`config.mk`:
```
export PLATFORM = sky130hd
export DESIGN_NAME = pe_sequencer
export DESIGN_NICKNAME = d
export VERILOG_FILES = /design/src/rtl/pe_seq_pkg.sv /design/src/rtl/pe_block_map.sv /design/src/rtl/pe_engine.sv /design/src/rtl/pe_status.sv /design/src/rtl/pe_sequencer.sv
export SDC_FILE = /design/constraint.sdc
export NUM_CORES = 1
export LEC_CHECK = 0
export BUFFER_PORTS_ARGS = -buffer_cell sky130_fd_sc_hd__buf_2
export CORE_AREA = 4 4 82 84
export DETAILED_ROUTE_END_ITERATION = 12
export DIE_AREA = 0 0 86 88
export PLACE_DENSITY = 0.78
export SYNTH_ARGS = -nofsm -noshare
export SYNTH_HDL_FRONTEND = slang
export SYNTH_SLANG_ARGS = --single-unit
```
`constraint.sdc`:
```
create_clock -name clk -period 1.73 [get_ports clk]
set_clock_uncertainty 0.2 [all_clocks]
set_input_delay 0.2595 -clock clk [delete_from_list [all_inputs] [get_ports clk]]
set_output_delay 0.2595 -clock clk [all_outputs]
set_load 0.005 [all_outputs]
```
`src/rtl/pe_seq_pkg.sv`:
```
// Shared constants and types for the program/erase sequencer.
// Assumes a 512 KiB byte-addressed space split into seven erase regions.
package pe_seq_pkg;
    localparam int ADDR_W = 19;
    localparam int DATA_W = 8;
    localparam int BLK_W  = 3;

    // Upper bound of each region in bottom-boot (normalised) address space
    localparam logic [ADDR_W-1:0] END_BOOT   = 19'h03FFF;
    localparam logic [ADDR_W-1:0] END_PARA   = 19'h05FFF;
    localparam logic [ADDR_W-1:0] END_PARB   = 19'h07FFF;
    localparam logic [ADDR_W-1:0] END_MID    = 19'h1FFFF;
    localparam logic [ADDR_W-1:0] END_BIG0   = 19'h3FFFF;
    localparam logic [ADDR_W-1:0] END_BIG1   = 19'h5FFFF;

    // Status bit positions
    localparam int SB_READY = 7;
    localparam int SB_PAUSE = 6;
    localparam int SB_EFAIL = 5;
    localparam int SB_PFAIL = 4;
    localparam int SB_VLOW  = 3;

    typedef enum logic [1:0] {ST_IDLE, ST_PULSE, ST_VERIFY, ST_PAUSE} eng_state_t;
    typedef enum logic {OP_PROG, OP_ERASE} op_t;
endpackage

```
`src/rtl/pe_block_map.sv`:
```
// Region decoder: maps a byte address to a region index (0 = boot,
// counting away from the boot end). Assumes a fixed seven-region layout;
// TOP_BOOT mirrors it by inverting the address before decoding.
module pe_block_map
    import pe_seq_pkg::*;
#(
    parameter bit TOP_BOOT = 1'b0
) (
    input  logic [ADDR_W-1:0] addr,
    output logic [BLK_W-1:0]  blk,
    output logic              is_boot
);
    logic [ADDR_W-1:0] norm;

    // Pick the layout variant
    generate
        if (TOP_BOOT) begin : g_top
            assign norm = ~addr;
        end else begin : g_bottom
            assign norm = addr;
        end
    endgenerate

    // Compare the normalised address against the region bounds
    always_comb begin
        if      (norm <= END_BOOT) blk = 3'd0;
        else if (norm <= END_PARA) blk = 3'd1;
        else if (norm <= END_PARB) blk = 3'd2;
        else if (norm <= END_MID)  blk = 3'd3;
        else if (norm <= END_BIG0) blk = 3'd4;
        else if (norm <= END_BIG1) blk = 3'd5;
        else                       blk = 3'd6;
    end

    assign is_boot = (blk == 3'd0);
endmodule

```
`src/rtl/pe_engine.sv`:
```
// Pulse/verify engine. Accepts a program or erase request while idle,
// screens it for supply level and boot lock, then alternates pulse and
// verify until pass or retry limit. Erase may pause and resume; the count
// of completed pulses survives a pause and the interrupted pulse restarts.
// Assumes verify_pass is valid during the verify cycle.
module pe_engine
    import pe_seq_pkg::*;
#(
    parameter int PULSE_CYCLES = 16,
    parameter int PROG_MAX     = 25,
    parameter int ERASE_MAX    = 1000
) (
    input  logic              clk,
    input  logic              rst_n,
    input  logic              prog_req,
    input  logic              erase_req,
    input  logic              suspend_req,
    input  logic              resume_req,
    input  logic [ADDR_W-1:0] op_addr,
    input  logic [DATA_W-1:0] op_data,
    input  logic [BLK_W-1:0]  tgt_blk,
    input  logic              tgt_boot,
    input  logic              vpp_ok,
    input  logic              boot_unlock,
    input  logic              verify_pass,
    output logic              busy,
    output logic              paused,
    output logic              prog_pulse,
    output logic              erase_pulse,
    output logic [ADDR_W-1:0] arr_addr,
    output logic [DATA_W-1:0] arr_data,
    output logic [BLK_W-1:0]  pause_blk,
    output logic              set_prog_err,
    output logic              set_erase_err,
    output logic              set_vpp_low
);
    localparam int MAXP  = (PROG_MAX > ERASE_MAX) ? PROG_MAX : ERASE_MAX;
    localparam int CNT_W = $clog2(MAXP + 1);
    localparam int TMR_W = $clog2(PULSE_CYCLES + 1);
    localparam logic [TMR_W-1:0] TMR_LAST = TMR_W'(PULSE_CYCLES - 1);

    eng_state_t        state_q;
    op_t               op_q;
    logic [CNT_W-1:0]  cnt_q;
    logic [TMR_W-1:0]  tmr_q;
    logic [ADDR_W-1:0] addr_q;
    logic [DATA_W-1:0] data_q;
    logic [BLK_W-1:0]  blk_q;

    logic              idle, req_any, launch_ok, boot_block, pause_now, last_fail;
    logic [CNT_W-1:0]  lim_m1;

    // Request screening and error-set strobes
    always_comb begin
        idle       = (state_q == ST_IDLE);
        req_any    = prog_req || erase_req;
        boot_block = vpp_ok && tgt_boot && !boot_unlock;
        launch_ok  = vpp_ok && !boot_block;
        lim_m1     = (op_q == OP_PROG) ? CNT_W'(PROG_MAX - 1) : CNT_W'(ERASE_MAX - 1);
        pause_now  = suspend_req && (op_q == OP_ERASE);
        last_fail  = (state_q == ST_VERIFY) && !pause_now && !verify_pass && (cnt_q == lim_m1);
        set_vpp_low   = idle && req_any && !vpp_ok;
        set_prog_err  = (idle && prog_req && boot_block) || (last_fail && op_q == OP_PROG);
        set_erase_err = (idle && !prog_req && erase_req && boot_block)
                        || (last_fail && op_q == OP_ERASE);
    end

    // Sequencer state, pulse timer, retry counter and latched target
    always_ff @(posedge clk) begin
        if (!rst_n) begin
            state_q <= ST_IDLE;
            op_q    <= OP_PROG;
            cnt_q   <= '0;
            tmr_q   <= '0;
            addr_q  <= '0;
            data_q  <= '0;
            blk_q   <= '0;
        end else begin
            case (state_q)
                ST_IDLE: begin
                    if (req_any) begin
                        op_q   <= prog_req ? OP_PROG : OP_ERASE;
                        addr_q <= op_addr;
                        data_q <= op_data;
                        blk_q  <= tgt_blk;
                        cnt_q  <= '0;
                        tmr_q  <= '0;
                        if (launch_ok) state_q <= ST_PULSE;
                    end
                end
                ST_PULSE: begin
                    if (pause_now) begin
                        state_q <= ST_PAUSE;
                    end else if (tmr_q == TMR_LAST) begin
                        state_q <= ST_VERIFY;
                        tmr_q   <= '0;
                    end else begin
                        tmr_q <= tmr_q + 1'b1;
                    end
                end
                ST_VERIFY: begin
                    if (pause_now) begin
                        state_q <= ST_PAUSE;
                    end else if (verify_pass || cnt_q == lim_m1) begin
                        state_q <= ST_IDLE;
                    end else begin
                        cnt_q   <= cnt_q + 1'b1;
                        tmr_q   <= '0;
                        state_q <= ST_PULSE;
                    end
                end
                ST_PAUSE: begin
                    if (resume_req) begin
                        tmr_q   <= '0;
                        state_q <= ST_PULSE;
                    end
                end
                default: state_q <= ST_IDLE;
            endcase
        end
    end

    assign busy        = (state_q == ST_PULSE) || (state_q == ST_VERIFY);
    assign paused      = (state_q == ST_PAUSE);
    assign prog_pulse  = (state_q == ST_PULSE) && (op_q == OP_PROG);
    assign erase_pulse = (state_q == ST_PULSE) && (op_q == OP_ERASE);
    assign arr_addr    = addr_q;
    assign arr_data    = data_q;
    assign pause_blk   = blk_q;


    vpp_abort_chk: assert property (@(posedge clk) disable iff (!rst_n)
        (idle && req_any && !vpp_ok) |=> (state_q == ST_IDLE));


    boot_lock_chk: assert property (@(posedge clk) disable iff (!rst_n)
        (idle && req_any && tgt_boot && !boot_unlock) |=> !busy);


    cnt_range_chk: assert property (@(posedge clk) disable iff (!rst_n)
        (state_q != ST_IDLE) |-> (cnt_q <= lim_m1));
endmodule

```
`src/rtl/pe_status.sv`:
```
// Status byte: live ready/paused bits from the engine plus three sticky
// error flags. Assumes set strobes last one cycle; a set beats a clear.
module pe_status
    import pe_seq_pkg::*;
(
    input  logic              clk,
    input  logic              rst_n,
    input  logic              busy,
    input  logic              paused,
    input  logic              set_prog_err,
    input  logic              set_erase_err,
    input  logic              set_vpp_low,
    input  logic              clr_req,
    output logic [DATA_W-1:0] status
);
    logic err_e_q, err_p_q, vlow_q;

    // Sticky error flags
    always_ff @(posedge clk) begin
        if (!rst_n) begin
            err_e_q <= 1'b0;
            err_p_q <= 1'b0;
            vlow_q  <= 1'b0;
        end else begin
            if (set_erase_err)  err_e_q <= 1'b1;
            else if (clr_req)   err_e_q <= 1'b0;
            if (set_prog_err)   err_p_q <= 1'b1;
            else if (clr_req)   err_p_q <= 1'b0;
            if (set_vpp_low)    vlow_q  <= 1'b1;
            else if (clr_req)   vlow_q  <= 1'b0;
        end
    end

    // Assemble the byte
    always_comb begin
        status           = '0;
        status[SB_READY] = !busy;
        status[SB_PAUSE] = paused;
        status[SB_EFAIL] = err_e_q;
        status[SB_PFAIL] = err_p_q;
        status[SB_VLOW]  = vlow_q;
    end


    sticky_erase_chk: assert property (@(posedge clk) disable iff (!rst_n)
        (err_e_q && !clr_req) |=> err_e_q);


    sticky_prog_chk: assert property (@(posedge clk) disable iff (!rst_n)
        (err_p_q && !clr_req) |=> err_p_q);


    sticky_vlow_chk: assert property (@(posedge clk) disable iff (!rst_n)
        (vlow_q && !clr_req) |=> vlow_q);
endmodule

```
`src/rtl/pe_sequencer.sv`:
```
// Top of the program/erase sequencer: region decode for the request and
// for concurrent reads, pulse/verify engine, status byte.
// Assumes one request pulse per command and a single erase in flight.
module pe_sequencer
    import pe_seq_pkg::*;
#(
    parameter bit TOP_BOOT     = 1'b0,
    parameter int PULSE_CYCLES = 16,
    parameter int PROG_MAX     = 25,
    parameter int ERASE_MAX    = 1000
) (
    input  logic              clk,
    input  logic              rst_n,
    input  logic              prog_req,
    input  logic              erase_req,
    input  logic              suspend_req,
    input  logic              resume_req,
    input  logic              clr_status_req,
    input  logic [ADDR_W-1:0] op_addr,
    input  logic [DATA_W-1:0] op_data,
    input  logic              vpp_ok,
    input  logic              boot_unlock,
    input  logic              verify_pass,
    input  logic [ADDR_W-1:0] rd_addr,
    output logic [DATA_W-1:0] status,
    output logic              busy,
    output logic              prog_pulse,
    output logic              erase_pulse,
    output logic [ADDR_W-1:0] arr_addr,
    output logic [DATA_W-1:0] arr_data,
    output logic              rd_invalid
);
    logic [BLK_W-1:0] tgt_blk, rd_blk, pause_blk;
    logic             tgt_boot, rd_boot, paused;
    logic             set_p, set_e, set_v;

    pe_block_map #(.TOP_BOOT(TOP_BOOT)) u_map_op (
        .addr(op_addr), .blk(tgt_blk), .is_boot(tgt_boot));

    pe_block_map #(.TOP_BOOT(TOP_BOOT)) u_map_rd (
        .addr(rd_addr), .blk(rd_blk), .is_boot(rd_boot));

    pe_engine #(
        .PULSE_CYCLES(PULSE_CYCLES), .PROG_MAX(PROG_MAX), .ERASE_MAX(ERASE_MAX)
    ) u_engine (
        .clk(clk), .rst_n(rst_n),
        .prog_req(prog_req), .erase_req(erase_req),
        .suspend_req(suspend_req), .resume_req(resume_req),
        .op_addr(op_addr), .op_data(op_data),
        .tgt_blk(tgt_blk), .tgt_boot(tgt_boot),
        .vpp_ok(vpp_ok), .boot_unlock(boot_unlock), .verify_pass(verify_pass),
        .busy(busy), .paused(paused),
        .prog_pulse(prog_pulse), .erase_pulse(erase_pulse),
        .arr_addr(arr_addr), .arr_data(arr_data), .pause_blk(pause_blk),
        .set_prog_err(set_p), .set_erase_err(set_e), .set_vpp_low(set_v));

    pe_status u_status (
        .clk(clk), .rst_n(rst_n), .busy(busy), .paused(paused),
        .set_prog_err(set_p), .set_erase_err(set_e), .set_vpp_low(set_v),
        .clr_req(clr_status_req), .status(status));

    // Flag reads into the region held by a paused erase
    assign rd_invalid = paused && (rd_blk == pause_blk);


    strobe_excl_chk: assert property (@(posedge clk) disable iff (!rst_n)
        !(prog_pulse && erase_pulse));


    pause_quiet_chk: assert property (@(posedge clk) disable iff (!rst_n)
        status[SB_PAUSE] |-> (!prog_pulse && !erase_pulse && !busy));


    rd_invalid_chk: assert property (@(posedge clk) disable iff (!rst_n)
        rd_invalid |-> status[SB_PAUSE]);


    pause_ready_chk: assert property (@(posedge clk) disable iff (!rst_n)
        status[SB_PAUSE] |-> status[SB_READY]);
endmodule

```
==> flow_metrics.env <==
export IMPL_outcome="finished, violations left"
export IMPL_violations="setup timing"
export IMPL_routed_wl_um=8000
export IMPL_ys_warnings_count=0
export IMPL_syn_inst=316
export IMPL_ys_types=62
export IMPL_synth_area_leaders="dfxtp_1 39%, nand2_1 10%, a21oi_1 7.6%, a2111o_1 3.0%, ha_1 2.9%"
export IMPL_core_um2=5920
export IMPL_finish_instance_area_um2=3870
export IMPL_vias=2877
export IMPL_tritoncts="yes"
export IMPL_p_per_area_nw_per_um2=819
export IMPL_reg2regPathDepth=6
export IMPL_design_portCount=95
export IMPL_grtUsageTotal=0.203
export IMPL_io_buffers=78
export IMPL_h_tree_depth=2
export IMPL_drt_iter0_drc=173
export IMPL_min_period_over_period=1.12
export IMPL_grt_pass1_wl_um=12500
export IMPL_grt_busiest_layer="met2"
export IMPL_worst_ep_arrival_time_ns=1.95
export IMPL_clk_pin_slew_ns=0.10
export IMPL_place_gp_congestion=0.823
export IMPL_cts_buffers=5
export IMPL_yosys_most_used_dff="dfxtp_1"
export IMPL_r2r_slack_ns=-0.21
export IMPL_diodes=0
export IMPL_crit_start="u_engine.state_q[1]"
export IMPL_place_ws_ns=-0.223
export IMPL_use_met2=0.372
export IMPL_area_growth_syn_to_layout_pct=47.8
export IMPL_fmax_ghz=0.516
export IMPL_synth_common_cells="73 x nand2_1, 51 x dfxtp_1, 40 x a21oi_1, 12 x inv_1, 11 x nand3_1"
export IMPL_n_fill_cell=487
export IMPL_worstPathCellList="inv_4 -> ha_4 -> or3b_4 -> o21ai_4 -> or3_4 -> o41ai_4"
export IMPL_grt_pass1_vias=2756
export IMPL_placed_area_um2=3340
export IMPL_synth_edf_count=0
export IMPL_drc_errors=0
export IMPL_synth_seq_cells=51
export IMPL_cts_root_buf="clkbuf_8"
export IMPL_synth_top_area_frac=0.390
export IMPL_final_core_util=0.654
export IMPL_grt_util_met1=0.242
export IMPL_grt_antenna_before_repair=0
export IMPL_cts_sinks=51
export IMPL_grt_max_degree=30
export IMPL_rows=28
export IMPL_critPathKind="reg2reg"
export IMPL_drive_gt1_frac=0.404
export IMPL_clk_insertion_delay_late_ns=0.31
export IMPL_slowest_delay_ns=0.40
export IMPL_initial_core_util=0.442
export IMPL_end_kind="flop"
export IMPL_clockBufferDepth=2
export IMPL_setup_ws_ns=-0.209
export IMPL_synth_top_cell_by_area="dfxtp_1"
export IMPL_die_h_um=88
export IMPL_setup_violations=19
export IMPL_cp_max_fo=9
export IMPL_crit_required_ns=1.75
export IMPL_gr_usage_met3=0.0310
export IMPL_reg2reg_to="u_engine.tmr_q[3]"
export IMPL_synth_avg_cell_area_um2=8.28
export IMPL_timing_final_hold_violations=0
export IMPL_hold_path_class="in2reg"
export IMPL_critPathSlowestCell="or3_4"
export IMPL_post_route_min_period_ns=1.94
export IMPL_die_w_um=86
export IMPL_p_leak_nw=1.71
export IMPL_ir_worst_vdd_uv=710
export IMPL_syn_area_um2=2620
export IMPL_ant_nets=0
export IMPL_overflow=0
export IMPL_firstDrtPassIters=4
export IMPL_viasPerCell=5.42
export IMPL_place_detailed_hpwl_um=5510
export IMPL_maxSlewViolCount=0
export IMPL_power_mw=3.17
export IMPL_wl_per_cell_um=15.1
export IMPL_r2r_start="u_engine.state_q[1]"
export IMPL_post_synth_top_count_cell="nand2_1"
export IMPL_async_reset_ff_frac=0
export IMPL_seq_area_frac_synth=0.390
export IMPL_fin_nets=517
export IMPL_crit_path_end="u_engine.tmr_q[3]"
export IMPL_cap_violations=0
export IMPL_rsz0062_at_grt="true"
export IMPL_die_area_um2=7570
export IMPL_cp_start_kind="flop"
## registers in the layout, summed over array words and instances (netlist names)
register            count
u_engine.arr_addr      19
u_engine.cnt_q         10
u_engine.arr_data       8
u_engine.tmr_q          5
u_engine.pause_blk      3
u_engine.state_q        2
u_engine.op_q           1
u_status.err_e_q        1
u_status.err_p_q        1
u_status.vlow_q         1
## worst max-delay path, delay by kind of cell, from the launching register on
family                     cells  cell delay (ns)
and+or+nand+nor                2             0.67
DFF                            1             0.39
AOI/OAI and AO/OA              2             0.37
adders and majority gates      1             0.16
buffers and inverters          1             0.05
## power breakdown
group	internal [mW]	leakage (nW)	switching (mW)
Sequential	1.29	0.421	0.0659
Combinational	0.483	1.23	0.548
Clock	0.373	0.0563	0.411
## worst min path at each step
| stage | end | cells after the start | from | slack, ns |
|---|---|---|---|---|
| 2_1_floorplan | u_engine.arr_addr[10] | 2 | op_addr[10] | 0.19 |
| 3_3_place_gp | u_engine.arr_data[7] | 2 | u_engine.arr_data[7] | 0.24 |
| 6_report | u_engine.arr_data[2] | 3 | op_data[2] | 0.02 |
| 3_5_place_dp | u_engine.tmr_q[4] | 2 | u_engine.tmr_q[4] | 0.24 |
| 5_1_grt | u_engine.op_q | 3 | rst_n | 0.05 |
| 4_1_cts | u_engine.arr_addr[16] | 3 | op_addr[16] | 0.0004 |
## stage by stage
step	hold WS (ns)	setup TNS [ns]	cells
after global placement	0.237	-1.81	492
after floorplan	0.193	-0.0764	318
after detailed placement	0.244	-2.47	492
after CTS	0.000366	-2.15	524
final	0.0184	-2.61	531
after global routing	0.0466	-3.89	531
## area by class of cell
class,count,area [µm²],share of cell area
Clock buffer,6,93.8,0.0242
Clock inverter,2,13.8,0.00356
Inverter,12,47.5,0.0123
Multi-Input combinational cell,233,1570,0.404
Sequential cell,51,1030,0.267
Tap cell,75,93.8,0.0242
Timing Repair Buffer,152,1020,0.264
## logic make-up (layout without fill, tap and decap cells)
logic type,Yosys count,in the layout,share of synthesized area
flops,51,51,0.390
buf+inv,35,172,0.0736
mux,2,2,0.00765
other cells,1,3,0.00143
simple gates,133,134,0.263
xor+xnor,3,3,0.0100
compound gates,85,85,0.225
fa+ha+maj,6,6,0.0287
## per-layer routing
metal / share of wire / wire length [µm]
met4: 0.024 / 192
met5: 0 / 0
met3: 0.045 / 357
met1: 0.41 / 3310
met2: 0.52 / 4150
## what timing repair did
| action | CTS | global route |
|---|---|---|
| hold endpoints to repair | 22 | 1 |
| gates cloned | 1 | 0 |
| setup buffers | 1 | 6 |
| resized for setup | 10 | 19 |
| hold buffers | 22 | 1 |
| setup endpoints to repair | 20 | 28 |
| pin swaps | 8 | 10 |
## placed cells by master, fill, tap and decap left out, drive strengths merged, types with 2 or more instances in the layout
master / n
a2111o: 7
a211oi: 3
a21oi: 43
and2: 5
and3: 2
and3b: 2
and4: 3
buf: 129
clkbuf: 6
clkinv: 2
conb: 3
dfxtp: 51
dlygate4sd3: 23
ha: 6
inv: 12
mux2i: 2
nand2: 73
nand2b: 3
nand3: 12
nand4: 5
nor2: 10
nor3: 8
o2111ai: 5
o21a: 3
o21ai: 12
o311ai: 2
or3: 2
or4: 2
xor2: 2
Note: power is estimated with default switching activity, not from simulation.
